## config.mk

```make
export PLATFORM = sky130hd
export DESIGN_NAME = shared_csel_adder
export DESIGN_NICKNAME = d
export VERILOG_FILES = /design/src/rtl/shared_csel_pkg.sv /design/src/rtl/csel_ripple.sv /design/src/rtl/csel_shared_upper.sv /design/src/rtl/csel_pick.sv /design/src/rtl/shared_csel_adder.sv
export SDC_FILE = /design/constraint.sdc
export NUM_CORES = 1
export LEC_CHECK = 0
export ABC_AREA = 1
export CORE_UTILIZATION = 25
export DETAILED_ROUTE_END_ITERATION = 6
export GPL_TIMING_DRIVEN = 0
export PLACE_DENSITY = 0.53
export SYNTH_ARGS = -nofsm -noshare
export SYNTH_HDL_FRONTEND = slang
export SYNTH_SLANG_ARGS = --single-unit
```

## constraint.sdc

```tcl
create_clock -name clk -period 7.45 [get_ports clk]
set_input_delay 1.49 -clock clk [delete_from_list [all_inputs] [get_ports clk]]
set_output_delay 1.49 -clock clk [all_outputs]
set_load 0.01 [all_outputs]
```

## src/rtl/shared_csel_pkg.sv

```systemverilog
package shared_csel_pkg;

    typedef enum logic {
        PH_ZERO = 1'b0,
        PH_ONE  = 1'b1
    } phase_e;

    function automatic logic phase_carry(input phase_e ph);
        return (ph == PH_ONE);
    endfunction

endpackage

```

## src/rtl/csel_ripple.sv

```systemverilog
module csel_ripple #(
    parameter int W = 16
) (
    input  logic [W-1:0] x,
    input  logic [W-1:0] y,
    input  logic         ci,
    output logic [W-1:0] s,
    output logic         co
);
    logic [W:0] chain;

    assign chain[0] = ci;

    for (genvar i = 0; i < W; i++) begin : g_bit
        logic p;
        logic g;
        assign p          = x[i] ^ y[i];
        assign g          = x[i] & y[i];
        assign s[i]       = p ^ chain[i];
        assign chain[i+1] = g | (p & chain[i]);
    end

    assign co = chain[W];

endmodule

```

## src/rtl/csel_shared_upper.sv

```systemverilog
module csel_shared_upper
    import shared_csel_pkg::*;
#(
    parameter int W = 16
) (
    input  logic [W-1:0] x,
    input  logic [W-1:0] y,
    input  phase_e       phase,
    output logic [W-1:0] s,
    output logic         co
);
    logic assumed_c;

    assign assumed_c = phase_carry(phase);

    csel_ripple #(.W(W)) u_core (
        .x  (x),
        .y  (y),
        .ci (assumed_c),
        .s  (s),
        .co (co)
    );

endmodule

```

## src/rtl/csel_pick.sv

```systemverilog
module csel_pick #(
    parameter int W = 16
) (
    input  logic         take_one,
    input  logic [W-1:0] s_one,
    input  logic         c_one,
    input  logic [W-1:0] s_zero,
    input  logic         c_zero,
    output logic [W-1:0] s,
    output logic         co
);
    always_comb begin
        if (take_one) begin
            s  = s_one;
            co = c_one;
        end else begin
            s  = s_zero;
            co = c_zero;
        end
    end

endmodule

```

## src/rtl/shared_csel_adder.sv

```systemverilog
module shared_csel_adder
    import shared_csel_pkg::*;
#(
    parameter int WIDTH = 32,
    parameter int LOW_W = 16
) (
    input  logic             clk,
    input  logic             rst,
    input  logic [WIDTH-1:0] a,
    input  logic [WIDTH-1:0] b,
    input  logic             cin,
    output logic [WIDTH-1:0] sum,
    output logic             cout,
    output logic             valid
);
    localparam int UP_W = WIDTH - LOW_W;

    typedef struct packed {
        phase_e           phase;
        logic [UP_W-1:0]  hold_s;
        logic             hold_c;
        logic [WIDTH-1:0] sum;
        logic             cout;
        logic             valid;
    } state_t;

    localparam state_t ST_RST = '{
        phase:  PH_ONE,
        hold_s: '0,
        hold_c: 1'b0,
        sum:    '0,
        cout:   1'b0,
        valid:  1'b0
    };

    state_t st_d, st_q;

    logic [LOW_W-1:0] low_s;
    logic             low_c;
    logic [UP_W-1:0]  up_s;
    logic             up_c;
    logic [UP_W-1:0]  pick_s;
    logic             pick_c;
    logic             phase_hi;

    // Lower half: plain ripple chain using the real carry-in
    csel_ripple #(.W(LOW_W)) u_low (
        .x  (a[LOW_W-1:0]),
        .y  (b[LOW_W-1:0]),
        .ci (cin),
        .s  (low_s),
        .co (low_c)
    );

    // Upper half: one adder, assumed carry taken from the phase
    csel_shared_upper #(.W(UP_W)) u_up (
        .x     (a[WIDTH-1:LOW_W]),
        .y     (b[WIDTH-1:LOW_W]),
        .phase (st_q.phase),
        .s     (up_s),
        .co    (up_c)
    );

    // Lower carry chooses the held carry-one result or the live carry-zero one
    csel_pick #(.W(UP_W)) u_pick (
        .take_one (low_c),
        .s_one    (st_q.hold_s),
        .c_one    (st_q.hold_c),
        .s_zero   (up_s),
        .c_zero   (up_c),
        .s        (pick_s),
        .co       (pick_c)
    );

    always_comb begin
        st_d       = st_q;
        st_d.valid = 1'b0;
        if (st_q.phase == PH_ONE) begin
            st_d.hold_s = up_s;
            st_d.hold_c = up_c;
            st_d.phase  = PH_ZERO;
        end else begin
            st_d.sum   = {pick_s, low_s};
            st_d.cout  = pick_c;
            st_d.valid = 1'b1;
            st_d.phase = PH_ONE;
        end
    end

    always_ff @(posedge clk) begin
        if (rst) begin
            st_q <= ST_RST;
        end else begin
            st_q <= st_d;
        end
    end

    assign phase_hi = (st_q.phase == PH_ONE);
    assign sum      = st_q.sum;
    assign cout     = st_q.cout;
    assign valid    = st_q.valid;

endmodule

```

# After elaboration in Yosys (flattened, before gate mapping)
# Cells that the tools add are included.
totals:
  reg_bits: 52
  input_bits: 67
  out_inout_bits: 34
  wordCells: 170
op_classes:
  n_mux: 4
  n_bitwise: 160
op_table:
  columns: ["op", "n"]
  rows:
  - ["$and 1x1->1", 64]
  - ["$xor 1x1->1", 64]
  - ["$or 1x1->1", 32]
  - ["$mux 16", 1]
  - ["$mux 1", 3]

# Longest topological paths before layout
# Gate-level depths: netlist of the first run.
logic_depth:
  word_depth: 34
  ltp_mapped: 25
  ltp_nobuf: 23

# Hierarchy
# From an unflattened synthesis of the first run, not the netlist that was laid out.
hier_totals:
  cells_unflattened: 460
  hier_area_um2: 3303.2
by_module_without_submodules:
  columns: ["mod", "instances", "cells_each", "area_per_inst_um2", "seq_area_each_um2"]
  rows:
  - ["shared_csel_adder", 1, 353, 2332.2, 1041.0]
  - ["csel_ripple", 2, 26, 357.8, 0.0]
  - ["csel_pick", 1, 55, 255.2, 0.0]

# Worst setup path before layout of the first run
# No wires, ideal clock.
synth_path:
  kind: "input -> register"
  from: "input port a[0]"
  to: "register st_q (netlist bit sum[29])"
  setup_ns: 0.113
  arrival_ns: 7.764
  t_required_ns: 7.337
  path_slack_ns: -0.427
  cell_stages: 24
  n_path_buf: 2
  path_cell_list: "inv_1 > fa_1 > inv_1 > fa_1 > fa_1 > fa_1 > fa_1 > fa_1 > fa_1 > fa_1 > fa_1 > fa_1 > fa_1 > fa_1 > fa_1 > fa_1 > fa_1 > inv_1 > fa_1 > buf_2 > buf_2 > nand2_1 > nand3_1 > nand2_1"
synth_via:
  elab_chain_len: 34
  elab_cells_between_ends: 35
  classes_between: "mux (1); bitwise (34)"
synth_lines:
  columns: ["item", "line", "text"]
  rows:
  - ["start, declared", "shared_csel_adder.sv:9", "input logic [WIDTH-1:0] a,"]
  - ["$xor 1x1->1", "csel_ripple.sv:17", "assign p = x[i] ^ y[i];"]
  - ["$and 1x1->1", "csel_ripple.sv:20", "assign chain[i+1] = g | (p & chain[i]);"]
  - ["$or 1x1->1 *", "csel_ripple.sv:20", null]
  - ["$and 1x1->1 *", "csel_ripple.sv:20", null]
  - ["$or 1x1->1 *", "csel_ripple.sv:20", null]
  - ["$and 1x1->1 *", "csel_ripple.sv:20", null]
  - ["$or 1x1->1 *", "csel_ripple.sv:20", null]
  - ["$and 1x1->1 *", "csel_ripple.sv:20", null]
  - ["[18 not listed]", null, null]
  - ["$or 1x1->1 *", "csel_ripple.sv:20", null]
  - ["$and 1x1->1 *", "csel_ripple.sv:20", null]
  - ["$or 1x1->1 *", "csel_ripple.sv:20", null]
  - ["$and 1x1->1 *", "csel_ripple.sv:20", null]
  - ["$or 1x1->1 *", "csel_ripple.sv:20", null]
  - ["$and 1x1->1 *", "csel_ripple.sv:20", null]
  - ["$or 1x1->1 *", "csel_ripple.sv:20", null]
  - ["$mux 16 *", "csel_pick.sv:13", "if (take_one) begin"]
  - ["end signal, assigned", "shared_csel_adder.sv:94", "st_q <= st_d;"]
  - ["end, declared", "shared_csel_adder.sv:36", "state_t st_d, st_q;"]
# Mark *: on every way between the ends. The rest lies on a longest branch, timed or not.
# A chain may end at the register's enable or synchronous reset.

# Worst setup path after layout of the first run
layout_path:
  from: "input port a[16]"
  to: "register st_q (netlist bit sum[31])"
layout_via:
  elab_chain_len: 33
  elab_cells_between_ends: 34
  classes_between: "mux (1); bitwise (33)"
layout_lines:
  columns: ["item", "line", "text"]
  rows:
  - ["$xor 1x1->1", "csel_ripple.sv:17", null]
  - ["$and 1x1->1", "csel_ripple.sv:20", null]
  - ["$or 1x1->1 *", "csel_ripple.sv:20", null]
  - ["$and 1x1->1 *", "csel_ripple.sv:20", null]
  - ["$or 1x1->1 *", "csel_ripple.sv:20", null]
  - ["$and 1x1->1 *", "csel_ripple.sv:20", null]
  - ["$or 1x1->1 *", "csel_ripple.sv:20", null]
  - ["$and 1x1->1 *", "csel_ripple.sv:20", null]
  - ["[17 not listed]", null, null]
  - ["$and 1x1->1 *", "csel_ripple.sv:20", null]
  - ["$or 1x1->1 *", "csel_ripple.sv:20", null]
  - ["$and 1x1->1 *", "csel_ripple.sv:20", null]
  - ["$or 1x1->1 *", "csel_ripple.sv:20", null]
  - ["$and 1x1->1 *", "csel_ripple.sv:20", null]
  - ["$or 1x1->1 *", "csel_ripple.sv:20", null]
  - ["$xor 1x1->1 *", "csel_ripple.sv:19", "assign s[i] = p ^ chain[i];"]
  - ["$mux 16 *", "csel_pick.sv:13", null]
# Marks and branches as above.

==> impl_summary.log, run 1 <==
[metrics] Final Wtd Congestion: 0.690
[metrics] capture point of the worst reg-to-reg path: sum[31]$_SDFFE_PP0N_
[metrics] CTS root buffer: sky130_fd_sc_hd__clkbuf_16
[metrics] Setup Slack @ Placement: -785 ps
[metrics] drt total wl: 6620 um
[metrics] switching portion of total power: between 20% and 30%
[metrics] crit path capture: sum[31]$_SDFFE_PP0N_
[metrics] Tightest Hold Check Type: flip-flop to flip-flop
[metrics] GR Util All Layers: roughly an eighth
[metrics] post-synthesis cell count: ~340
[metrics] Netlist Area Pre-Place: roughly 2900 sq um
[metrics] Critical Path AT: 7520 ps
[metrics] Vert. Die Dim: around 110 um
[metrics] vias after detailed routing: between 2,000 and 2,500
[metrics] sequential share of the synthesized area: a little over a third
[metrics] startpoint types: input pin
[metrics] remaining max-slew budget at the tightest pin: between 70% and 80%
[metrics] critical path launch point: a[16]
[metrics] yosys synthesis warning count: 0
[metrics] share of layout cells above drive strength 1: between 20% and 30%
[metrics] RSZ-0062 raised after global routing: yes
[metrics] Clock Skews: approximately 2.8 ps
[metrics] hold violation count in the final report: 0
[metrics] first-pass GRT wire length: roughly 11,000 um
[metrics] Max Freq: roughly 140 MHz
[metrics] detailed-routing iteration count for the pre-antenna-repair pass: 4
[metrics] register-to-register setup slack: between 1000 and 1500 ps
[metrics] mean routed wirelength per cell: about 11 um
[metrics] DR iter-0 viols: 40
[metrics] total non-filler cell area in the finished layout: about 4500 sq um
[metrics] final worst path period share: 97.9%
[metrics] final count of pins violating max slew: 0
[metrics] Power Internal: 0.582 mW
[metrics] Combinational Power Share: a little under a third
[metrics] Crit-path slowest cell: sky130_fd_sc_hd__fa_1
[metrics] Flop pwr share: about 40%
[metrics] number of cells traversed by the worst register-to-register path: 22
[metrics] cell-by-cell trace of the critical path: buf_6, inv_2, fa_2, inv_2, fa_2, fa_2, fa_2, fa_2, fa_2, fa_2, fa_2, fa_2, fa_2, fa_2, fa_2, fa_2, fa_2, fa_2, inv_2, fa_1, nand2_1, nand3_1, nand2_1
[metrics] TritonCTS clock tree: done
[metrics] number of synthesized register bits: 52
[metrics] half-perimeter wire length of the detailed placement result: roughly 5100 um
[metrics] DRC violation count after routing: 0
[metrics] CP max stage delay: between 400 and 500 ps
[metrics] critical register-to-register path startpoint: phase_hi$_SDFF_PP1_
[metrics] pin slew with the least headroom to its limit: 320 ps
[metrics] final cell utilization of the core: about two fifths
[metrics] Clk Latency, worst-skew pair: between 200 and 300 ps
[metrics] result of the run: completed
[metrics] P&R area growth vs syn: 57.9%
[metrics] total leakage power: 2.00 nW
[metrics] final period demand of the worst path: about 7300 ps
[metrics] maximum number of buffers from clock root to sink: 2
[metrics] final setup vio count: 0
[metrics] die area: roughly 12,000 sq um
[metrics] NetSw: around 0.22 mW
[metrics] vias in the first global route: roughly 2,400
[metrics] post-synth cell types: 11
[metrics] Peak supply drop: 82.6 uV
[metrics] number of antenna violations at the first check in global routing: 0
[metrics] max capacitance violation total: 0
[metrics] CTS buffer count: 5
[metrics] initial core utilization: 26.0%
[metrics] Synth Area per Inst: between 8 and 9 sq um
[metrics] standard-cell rows: 38
[metrics] category of the most critical setup path: input pin to flip-flop
[metrics] fill cell instance count of the final layout: roughly 1,100
[metrics] maximum fanout count along the critical path: 2
[metrics] Die X-Extent: 109 um
[metrics] Clock Power Share: between 20% and 30%
[metrics] most frequent CP cell: sky130_fd_sc_hd__fa_2
[metrics] sort of element at the end of the critical path: flip-flop
[metrics] number of top-level design ports: approximately 100
[metrics] Reg clk slew, reported paths: about 70 ps
[metrics] PnR worst setup slack: about 160 ps
[metrics] DRT antenna net count: 0
[metrics] clock tree sinks: 52
[metrics] post-synthesis net count: around 440
[metrics] count of H-tree levels built during CTS: 2
[metrics] total gr overflow: 0
[metrics] core area: roughly 11,000 sq um
[metrics] detailed-route vias per instance: roughly 3.9
[metrics] Data required, critical path: 7680 ps
[metrics] power density normalized to cell area: ~180 nW/um^2
[metrics] cell area reported after detailed placement: about 4100 sq um
[metrics] pin count of the biggest net entering global routing: 15
[metrics] number of antenna diodes: 0
[metrics] final layout net count: roughly 560
[metrics] number of port buffers: 100
[through the flow]
stage / hold WS, ps / power [mW] / TNS, ps / instances
after CTS: 453 / 0.807 / -391 / 598
after global placement: 429 / 0.547 / -13500 / 584
after floorplan: 420 / 0.442 / 0 / 344
final: 448 / 0.803 / 0 / 598
after detailed placement: 435 / 0.550 / -14460 / 584
after global routing: 462 / 0.859 / -165 / 598
[logic make-up after synthesis]
logic type | synth area share (%)
adders and majority gates | 22.5
buffers and inverters | 17.0
DFF | 36.5
AOI/OAI and AO/OA | 3.33
and+or+nand+nor | 20.7
[worst min path at each step]
| stage | startpoint | end | depth (start not counted) |
|---|---|---|---|
| after floorplan | sum[10]$_SDFFE_PP0N_ | sum[10]$_SDFFE_PP0N_ | 2 |
| after global placement | sum[12]$_SDFFE_PP0N_ | sum[12]$_SDFFE_PP0N_ | 2 |
| after detailed placement | sum[4]$_SDFFE_PP0N_ | sum[4]$_SDFFE_PP0N_ | 2 |
| after CTS | sum[8]$_SDFFE_PP0N_ | sum[8]$_SDFFE_PP0N_ | 2 |
| after global routing | sum[24]$_SDFFE_PP0N_ | sum[24]$_SDFFE_PP0N_ | 2 |
| final | sum[4]$_SDFFE_PP0N_ | sum[4]$_SDFFE_PP0N_ | 2 |
[worst max-delay path: cells and delay by family]
kind	cells	cell delay (ps)
adder cells (fa/ha/maj)	16	5610
buffers and inverters	4	240
AND/OR/NAND/NOR	3	200
[synth_stat cells (all sizes together)]
| cell | count | area, sq um |
|---|---|---|
| nand2 | 130 | 488 |
| inv | 48 | 180 |
| dfxtp | 52 | 1040 |
| nor2 | 2 | 17.5 |
| o21ai | 19 | 95.1 |
| buf | 44 | 305 |
| fa | 32 | 641 |
| nand3 | 17 | 85.1 |
[layer usage]
layer  track usage [%]  wire [um]  vias to the layer above
met5                 0          0                        -
met4              3.76         54                        0
met3              2.87        392                        2
met2              20.5       3260                       54
met1              14.7       2910                     1076
li1                  -          -                     1208
[layout by cell type (no fill, tap or decap)]
master                            instances
sky130_fd_sc_hd__clkbuf_16                5
sky130_fd_sc_hd__fa_2                    31
sky130_fd_sc_hd__clkdlybuf4s50_1         91
sky130_fd_sc_hd__clkbuf_1                 2
sky130_fd_sc_hd__nand2_4                  2
sky130_fd_sc_hd__o21ai_0                 18
sky130_fd_sc_hd__nand2_2                 18
sky130_fd_sc_hd__nand3_2                 12
sky130_fd_sc_hd__nand2_1                110
sky130_fd_sc_hd__inv_1                   37
sky130_fd_sc_hd__nor2_4                   1
sky130_fd_sc_hd__buf_6                    7
sky130_fd_sc_hd__dfxtp_1                 52
sky130_fd_sc_hd__dlymetal6s2s_1           2
sky130_fd_sc_hd__inv_2                    7
sky130_fd_sc_hd__inv_4                    3
sky130_fd_sc_hd__inv_8                    1
sky130_fd_sc_hd__nand3_1                  5
sky130_fd_sc_hd__buf_4                   35
sky130_fd_sc_hd__buf_8                    4
sky130_fd_sc_hd__buf_2                    7
sky130_fd_sc_hd__fa_1                     1
sky130_fd_sc_hd__o21ai_1                  1
sky130_fd_sc_hd__nor2_2                   1
sky130_fd_sc_hd__dlygate4sd2_1            2
sky130_fd_sc_hd__buf_16                   1
sky130_fd_sc_hd__clkbuf_2                 1
sky130_fd_sc_hd__clkbuf_8                 1
[state kept, by name, summed over array words and instances, names as in the netlist]
name      cells
valid         1
st_q         17
sum          32
phase_hi      1
cout          1
[power groups by stage]
stage	registers [mW]	clock network [mW]	logic, mW
3_3_place_gp	0.326	0	0.221
3_5_place_dp	0.327	0	0.223
6_report	0.321	0.230	0.252
4_1_cts	0.321	0.237	0.248
2_1_floorplan	0.325	0	0.117
5_1_grt	0.325	0.249	0.285
[final cells by class]
type | instances | area [sq um] | area share (%)
timing repair buffer | 106 | 1090 | 24.1
sequential | 52 | 1040 | 23.1
buffer | 44 | 335 | 7.44
tap | 140 | 175 | 3.89
inverter | 48 | 195 | 4.33
clock buffer | 8 | 146 | 3.25
multi-input combinational | 200 | 1520 | 33.8
[repair_timing]
| action | 4_1_cts | 5_1_grt |
|---|---|---|
| pin swaps | 33 | 26 |
| resized for setup | 64 | 36 |
| hold buffers | 0 | 0 |
| setup buffers | 4 | 0 |
| endpoints found under the setup margin | 21 | 21 |
| gates cloned | 2 | 0 |
No activity file was read; power rests on OpenSTA's default activity.
==> inputs of run 2 (changes only) <==
CORE_UTILIZATION = 41   (was 25)
PLACE_DENSITY = 0.77   (was 0.53)
==> run 2 against run 1 <==
Compared with the run above: sequential cell count stayed put; clock skew increased by 5.9 ps; highest routed layer unchanged; via count rose by 3.2%; worst hold slack gained 3.0 ps; power decreased by 8.3%; global-route usage is 6.4 points higher; cell area fell by 4.0%; cell count shrank 9.4%; worst setup slack lost 75 ps; critical endpoint unchanged; first-iteration DRC count rose to 2.6 times the previous value.
==> impl_summary.log, run 2 (same netlist as run 1, synthesis figures left out) <==
[metrics] hold violation count in the final report: 0
[metrics] most used cells in the layout excluding fill and tap cells: sky130_fd_sc_hd__nand2_1, sky130_fd_sc_hd__clkdlybuf4s50_1, sky130_fd_sc_hd__dfxtp_1
[metrics] detailed-route vias per instance: ~4.5
[metrics] number of buffers added to fix hold violations after cts: 0
[metrics] DRT antenna net count: 0
[metrics] CTS root buffer: sky130_fd_sc_hd__clkbuf_8
[metrics] P&R area growth vs syn: 51.6%
[metrics] result of the run: completed
[metrics] die area: roughly 7300 sq um
[metrics] max capacitance violation total: 0
[metrics] RSZ-0062 raised after global routing: yes
[metrics] number of top-level design ports: 101
[metrics] vias in the first global route: around 2,500
[metrics] number of antenna violations at the first check in global routing: 0
[metrics] final layout net count: between 500 and 600
[metrics] half-perimeter wire length of the detailed placement result: about 4800 um
[metrics] Vert. Die Dim: approximately 85 um
[metrics] critical register-to-register path startpoint: phase_hi$_SDFF_PP1_
[metrics] Setup TNS: 0 ps
[metrics] pin slew with the least headroom to its limit: around 280 ps
[metrics] cell area reported after detailed placement: around 4000 sq um
[metrics] total non-filler cell area in the finished layout: between 4000 and 5000 sq um
[metrics] register-to-register setup slack: between 900 and 1000 ps
[metrics] Final Wtd Congestion: ~0.7
[metrics] Reg clk slew, reported paths: approximately 100 ps
[metrics] remaining max-slew budget at the tightest pin: about four fifths
[metrics] Clock Skews: 8.70 ps
[metrics] most common library cell in the layout ignoring fill and taps: sky130_fd_sc_hd__nand2_1
[metrics] Clk Latency, worst-skew pair: 300 ps
[metrics] number of cells traversed by the worst register-to-register path: 22
[metrics] detailed-routing iteration count for the pre-antenna-repair pass: 4
[metrics] number of antenna diodes: 0
[metrics] count of H-tree levels built during CTS: 2
[metrics] total leakage power: approximately 2.0 nW
[metrics] capture point of the worst reg-to-reg path: sum[31]$_SDFFE_PP0N_
[metrics] final count of pins violating max slew: 0
[metrics] clock tree sinks: 52
[metrics] drt total wl: approximately 6400 um
[metrics] pin count of the biggest net entering global routing: 17
[metrics] final setup vio count: 0
[metrics] Critical Path AT: between 7000 and 8000 ps
[metrics] initial core utilization: between 40% and 50%
[metrics] maximum number of buffers from clock root to sink: 2
[metrics] worst hold path endpoint: sum[10]$_SDFFE_PP0N_
[metrics] total gr overflow: 0
[metrics] Max Freq: 136 MHz
[metrics] final period demand of the worst path: 7370 ps
[metrics] post-placement cell count: ~520
[metrics] hold path startpoint: sum[10]$_SDFFE_PP0N_
[metrics] final cell utilization of the core: roughly 64%
[metrics] DRC violation count after routing: 0
[metrics] category of the most critical setup path: input pin to flip-flop
[metrics] vias after detailed routing: between 2,000 and 2,500
[metrics] final worst path period share: between 90% and 100%
[metrics] Data required, critical path: 7700 ps
[metrics] share of layout cells above drive strength 1: between 20% and 30%
[metrics] core area: between 6000 and 7000 sq um
[metrics] GR Util All Layers: around 18%
[metrics] sort of element at the end of the critical path: flip-flop
[metrics] Cell Count, Final, Fillers Out: about 540
[metrics] power density normalized to cell area: 170 nW/um^2
[metrics] number of port buffers: 100
[metrics] mean routed wirelength per cell: 11.8 um
[metrics] WHS Path Cells: 2
[metrics] maximum fanout count along the critical path: 7
[metrics] max reg flops: 32
[metrics] Tightest Hold Check Type: flip-flop to flip-flop
[metrics] final total power: between 0.7 and 0.8 mW
[metrics] standard-cell rows: 30
[metrics] DR iter-0 viols: just over 100
[metrics] startpoint types: input pin
[metrics] CTS buffer count: 5
[metrics] Peak supply drop: 88.6 uV
[metrics] Die X-Extent: ~85 um
[metrics] TritonCTS clock tree: done
[metrics] first-pass GRT wire length: approximately 11,000 um
## run 2: what timing repair did
item,4_1_cts,5_1_grt
hold endpoints to repair,0,0
pin swaps,23,17
setup buffers,7,1
gates resized for setup,52,26
cloned,3,0
endpoints found under the setup margin,21,20
## run 2: worst max-delay path, cell delays in order
cell and delay, ps:
sky130_fd_sc_hd__clkbuf_2 90, sky130_fd_sc_hd__inv_2 60, sky130_fd_sc_hd__fa_2 210, sky130_fd_sc_hd__inv_2 40, sky130_fd_sc_hd__fa_2 330, sky130_fd_sc_hd__fa_2 340
sky130_fd_sc_hd__fa_2 340, sky130_fd_sc_hd__fa_2 350, sky130_fd_sc_hd__fa_2 340, sky130_fd_sc_hd__fa_2 350, sky130_fd_sc_hd__fa_2 350, sky130_fd_sc_hd__fa_2 350
sky130_fd_sc_hd__fa_2 350, sky130_fd_sc_hd__fa_2 350, sky130_fd_sc_hd__fa_2 350, sky130_fd_sc_hd__fa_2 350, sky130_fd_sc_hd__fa_2 350, sky130_fd_sc_hd__fa_2 350
sky130_fd_sc_hd__inv_2 60, sky130_fd_sc_hd__fa_2 210, sky130_fd_sc_hd__buf_8 150, sky130_fd_sc_hd__buf_6 110, sky130_fd_sc_hd__inv_4 30, sky130_fd_sc_hd__buf_4 120
sky130_fd_sc_hd__nand2_2 60, sky130_fd_sc_hd__nand3_2 70, sky130_fd_sc_hd__nand2_1 70
## run 2: area by class of cell
| cell class | instances | area [sq um] |
|---|---|---|
| multi-input combinational | 200 | 1470 |
| tap | 80 | 100 |
| clock buffer | 6 | 82.6 |
| clock inverter | 2 | 15.0 |
| buffer | 44 | 332 |
| inverter | 48 | 193 |
| timing repair inverter | 1 | 6.26 |
| timing repair buffer | 109 | 1080 |
| fill | 577 | 2430 |
| sequential | 52 | 1040 |
## run 2: power breakdown
part / switching [mW] / total (mW) / leakage [nW] / internal, mW
logic: 0.108 / 0.245 / 1.50 / 0.137
clock network: 0.0941 / 0.169 / 0.0434 / 0.0754
registers: 0.0146 / 0.322 / 0.428 / 0.307
## run 2: worst max path at each step
stage                     cells after the start                    to  slack [ps]   from
after global placement                       23  sum[31]$_SDFFE_PP0N_        -690  a[16]
final                                        27  sum[31]$_SDFFE_PP0N_          80   b[0]
after detailed placement                     26  sum[26]$_SDFFE_PP0N_        -790   a[0]
after CTS                                    23  sum[31]$_SDFFE_PP0N_        -210  b[16]
after global routing                         23  sum[31]$_SDFFE_PP0N_         -90  b[16]
after floorplan                              22  sum[31]$_SDFFE_PP0N_          20  a[16]
## run 2: layer usage
layer / global-route usage [%] / vias up / share of wire, %
met1: 21.1 / 1113 / 40
met3: 5.74 / 4 / 8.6
li1: - / 1216 / -
met2: 33.5 / 83 / 51
met4: 3.79 / 0 / 0.51
met5: 0 / - / 0
## run 2: through the flow
stage               hold slack (ps)  setup slack, ps
finish                          451             80.7
global route                    477            -89.6
CTS                             453             -209
detailed placement              433             -792
global placement                429             -693
floorplan                       420             16.4
==> inputs of run 3 (changes only) <==
CTS_CLUSTER_DIAMETER = 80   (was not set)
MAX_ROUTING_LAYER = met4   (was not set)
==> run 3 against run 2 <==
Compared with the run above: global-route usage up 0.54 points; sequential cell count unchanged; non-clock buffer count unchanged; clock-buffer cell count unchanged; sequential share of layout area rose by 0.070 points; worst hold slack got worse by 1.5 ps.
==> impl_summary.log, run 3 (same netlist as run 1, synthesis figures left out) <==
[metrics] result of the run: completed
[metrics] final total power: around 0.73 mW
[metrics] startpoint types: input pin
[metrics] DRT antenna net count: 0
[metrics] final cell utilization of the core: a little under two thirds
[metrics] number of port buffers: 100
[metrics] first-pass GRT wire length: approximately 11,000 um
[metrics] max reg flops: 32
[metrics] total gr overflow: 0
[metrics] final count of pins violating max slew: 0
[metrics] pin slew with the least headroom to its limit: around 280 ps
[metrics] drt total wl: roughly 6400 um
[metrics] final worst path period share: between 90% and 100%
[metrics] maximum number of buffers from clock root to sink: 2
[metrics] category of the most critical setup path: input pin to flip-flop
[metrics] count of H-tree levels built during CTS: 2
[metrics] die area: about 7300 sq um
[metrics] share of layout cells above drive strength 1: approximately a quarter
[metrics] DR iter-0 viols: 105
[metrics] Peak supply drop: between 80 and 90 uV
[metrics] vias in the first global route: 2,518
[metrics] total leakage power: 1.97 nW
[metrics] final period demand of the worst path: between 7000 and 8000 ps
[metrics] detailed-route vias per instance: approximately 4.5
[metrics] Cell Count, Final, Fillers Out: roughly 540
[metrics] hold violation count in the final report: 0
[metrics] Reg clk slew, reported paths: 100 ps
[metrics] area of all sequential standard cells: roughly 1000 sq um
[metrics] post-placement cell count: roughly 520
[metrics] Data required, critical path: ~7700 ps
[metrics] pin count of the biggest net entering global routing: 17
[metrics] number of buffers added to fix hold violations after cts: 0
[metrics] detailed-routing iteration count for the pre-antenna-repair pass: 4
[metrics] vias after detailed routing: 2,425
[metrics] GR Util All Layers: around a fifth
[metrics] final setup vio count: 0
[metrics] multi-input logic area: approximately 1500 sq um
[metrics] number of antenna violations at the first check in global routing: 0
[metrics] half-perimeter wire length of the detailed placement result: 4810 um
[metrics] RSZ-0062 raised after global routing: yes
[metrics] TritonCTS clock tree: done
[metrics] Clk Latency, worst-skew pair: 300 ps
[metrics] mean routed wirelength per cell: 11.7 um
[metrics] core area: 6760 sq um
[metrics] most common library cell in the layout ignoring fill and taps: sky130_fd_sc_hd__nand2_1
[metrics] CTS buffer count: 5
[metrics] maximum fanout count along the critical path: 7
[metrics] power density normalized to cell area: around 170 nW/um^2
[metrics] CTS root buffer: sky130_fd_sc_hd__clkbuf_8
[metrics] Clock Skews: approximately 9 ps
[metrics] fill cell instance count of the final layout: 576
[metrics] Critical Path AT: between 7000 and 8000 ps
[metrics] max capacitance violation total: 0
[metrics] P&R area growth vs syn: 51.1%
[metrics] clock tree sinks: 52
[metrics] DRC violation count after routing: 0
[metrics] most used cells in the layout excluding fill and tap cells: sky130_fd_sc_hd__nand2_1, sky130_fd_sc_hd__clkdlybuf4s50_1, sky130_fd_sc_hd__dfxtp_1
[metrics] worst hold margin: around 450 ps
[metrics] number of top-level design ports: a little over 100
[metrics] final layout net count: 560
[metrics] remaining max-slew budget at the tightest pin: 81.0%
[metrics] Final Wtd Congestion: between 0.7 and 0.8
[metrics] Max Freq: between 100 and 150 MHz
[metrics] Die X-Extent: 85.4 um
[metrics] Tightest Hold Check Type: flip-flop to flip-flop
[metrics] Vert. Die Dim: ~85 um
[metrics] standard-cell rows: 30
[metrics] initial core utilization: a little over two fifths
[metrics] sort of element at the end of the critical path: flip-flop
[metrics] number of antenna diodes: 0
[run 3: cell counts in the layout (fill, tap and decap cells not counted)]
No cell type changed its count.
[run 3: layer usage]
layer	vias up	part of all wire [%]	track usage (%)
met4	0	0.41	3.79
met2	77	51	33.5
met3	4	6.5	4.38
li1	1216	-	-
met5	-	0	-
met1	1128	42	21.9
[run 3: report_power, final]
| group | total [mW] | switching [mW] | internal (mW) |
|---|---|---|---|
| sequential | 0.322 | 0.0147 | 0.307 |
| clock | 0.169 | 0.0939 | 0.0754 |
| combinational | 0.243 | 0.107 | 0.136 |
| total | 0.734 | 0.215 | 0.519 |
[run 3: path summary, 6_finish.rpt]
| kind | cells past startpoint | slack, ps | end | start |
|---|---|---|---|---|
| setup reg to reg | 22 | 990 | sum[31]$_SDFFE_PP0N_ | phase_hi$_SDFF_PP1_ |
| hold reg to reg | 2 | 450 | sum[10]$_SDFFE_PP0N_ | sum[10]$_SDFFE_PP0N_ |
| hold / removal | 2 | 450 | sum[10]$_SDFFE_PP0N_ | sum[10]$_SDFFE_PP0N_ |
| setup / recovery | 27 | 80 | sum[31]$_SDFFE_PP0N_ | b[0] |
[run 3: final cells by class]
| type | count | area share (%) |
|---|---|---|
| clock inverters | 2 | 0.348 |
| flip-flops and latches | 52 | 24.1 |
| repair buffers | 109 | 25.1 |
| inverters | 48 | 4.47 |
| well taps | 80 | 2.32 |
| clock buffers | 6 | 1.92 |
| repair inverters | 1 | 0.145 |
| plain buffers | 44 | 7.69 |
| multi-input cells | 200 | 33.9 |
[run 3: critical path: stages]
cell,delay (ps)
sky130_fd_sc_hd__clkbuf_2,90
sky130_fd_sc_hd__inv_2,60
sky130_fd_sc_hd__fa_2,210
sky130_fd_sc_hd__inv_2,40
sky130_fd_sc_hd__fa_2,330
sky130_fd_sc_hd__fa_2,340
sky130_fd_sc_hd__fa_2,340
sky130_fd_sc_hd__fa_2,350
sky130_fd_sc_hd__fa_2,340
sky130_fd_sc_hd__fa_2,350
sky130_fd_sc_hd__fa_2,350
sky130_fd_sc_hd__fa_2,350
sky130_fd_sc_hd__fa_2,350
sky130_fd_sc_hd__fa_2,350
sky130_fd_sc_hd__fa_2,350
sky130_fd_sc_hd__fa_2,360
sky130_fd_sc_hd__fa_2,350
sky130_fd_sc_hd__fa_2,350
sky130_fd_sc_hd__inv_2,60
sky130_fd_sc_hd__fa_2,210
sky130_fd_sc_hd__buf_8,150
sky130_fd_sc_hd__buf_6,110
sky130_fd_sc_hd__inv_4,30
sky130_fd_sc_hd__buf_4,120
sky130_fd_sc_hd__nand2_2,60
sky130_fd_sc_hd__nand3_2,70
sky130_fd_sc_hd__nand2_1,70
[run 3: stage by stage]
| step | TNS, ps | worst slack [ps] | instance area [sq um] |
|---|---|---|---|
| detailed placement | -14670 | -792 | 4010 |
| global route | -89.7 | -89.7 | 4310 |
| finish | 0 | 75.4 | 4310 |
| global placement | -12280 | -693 | 4010 |
| CTS | -376 | -209 | 4280 |
| floorplan | 0 | 16.4 | 2910 |
[run 3: what timing repair did]
action,4_1_cts,5_1_grt
gates cloned,3,0
gates resized for setup,52,23
setup buffers,7,1
endpoints found under the setup margin,21,20
pin swaps,23,18
hold endpoints to repair,0,0
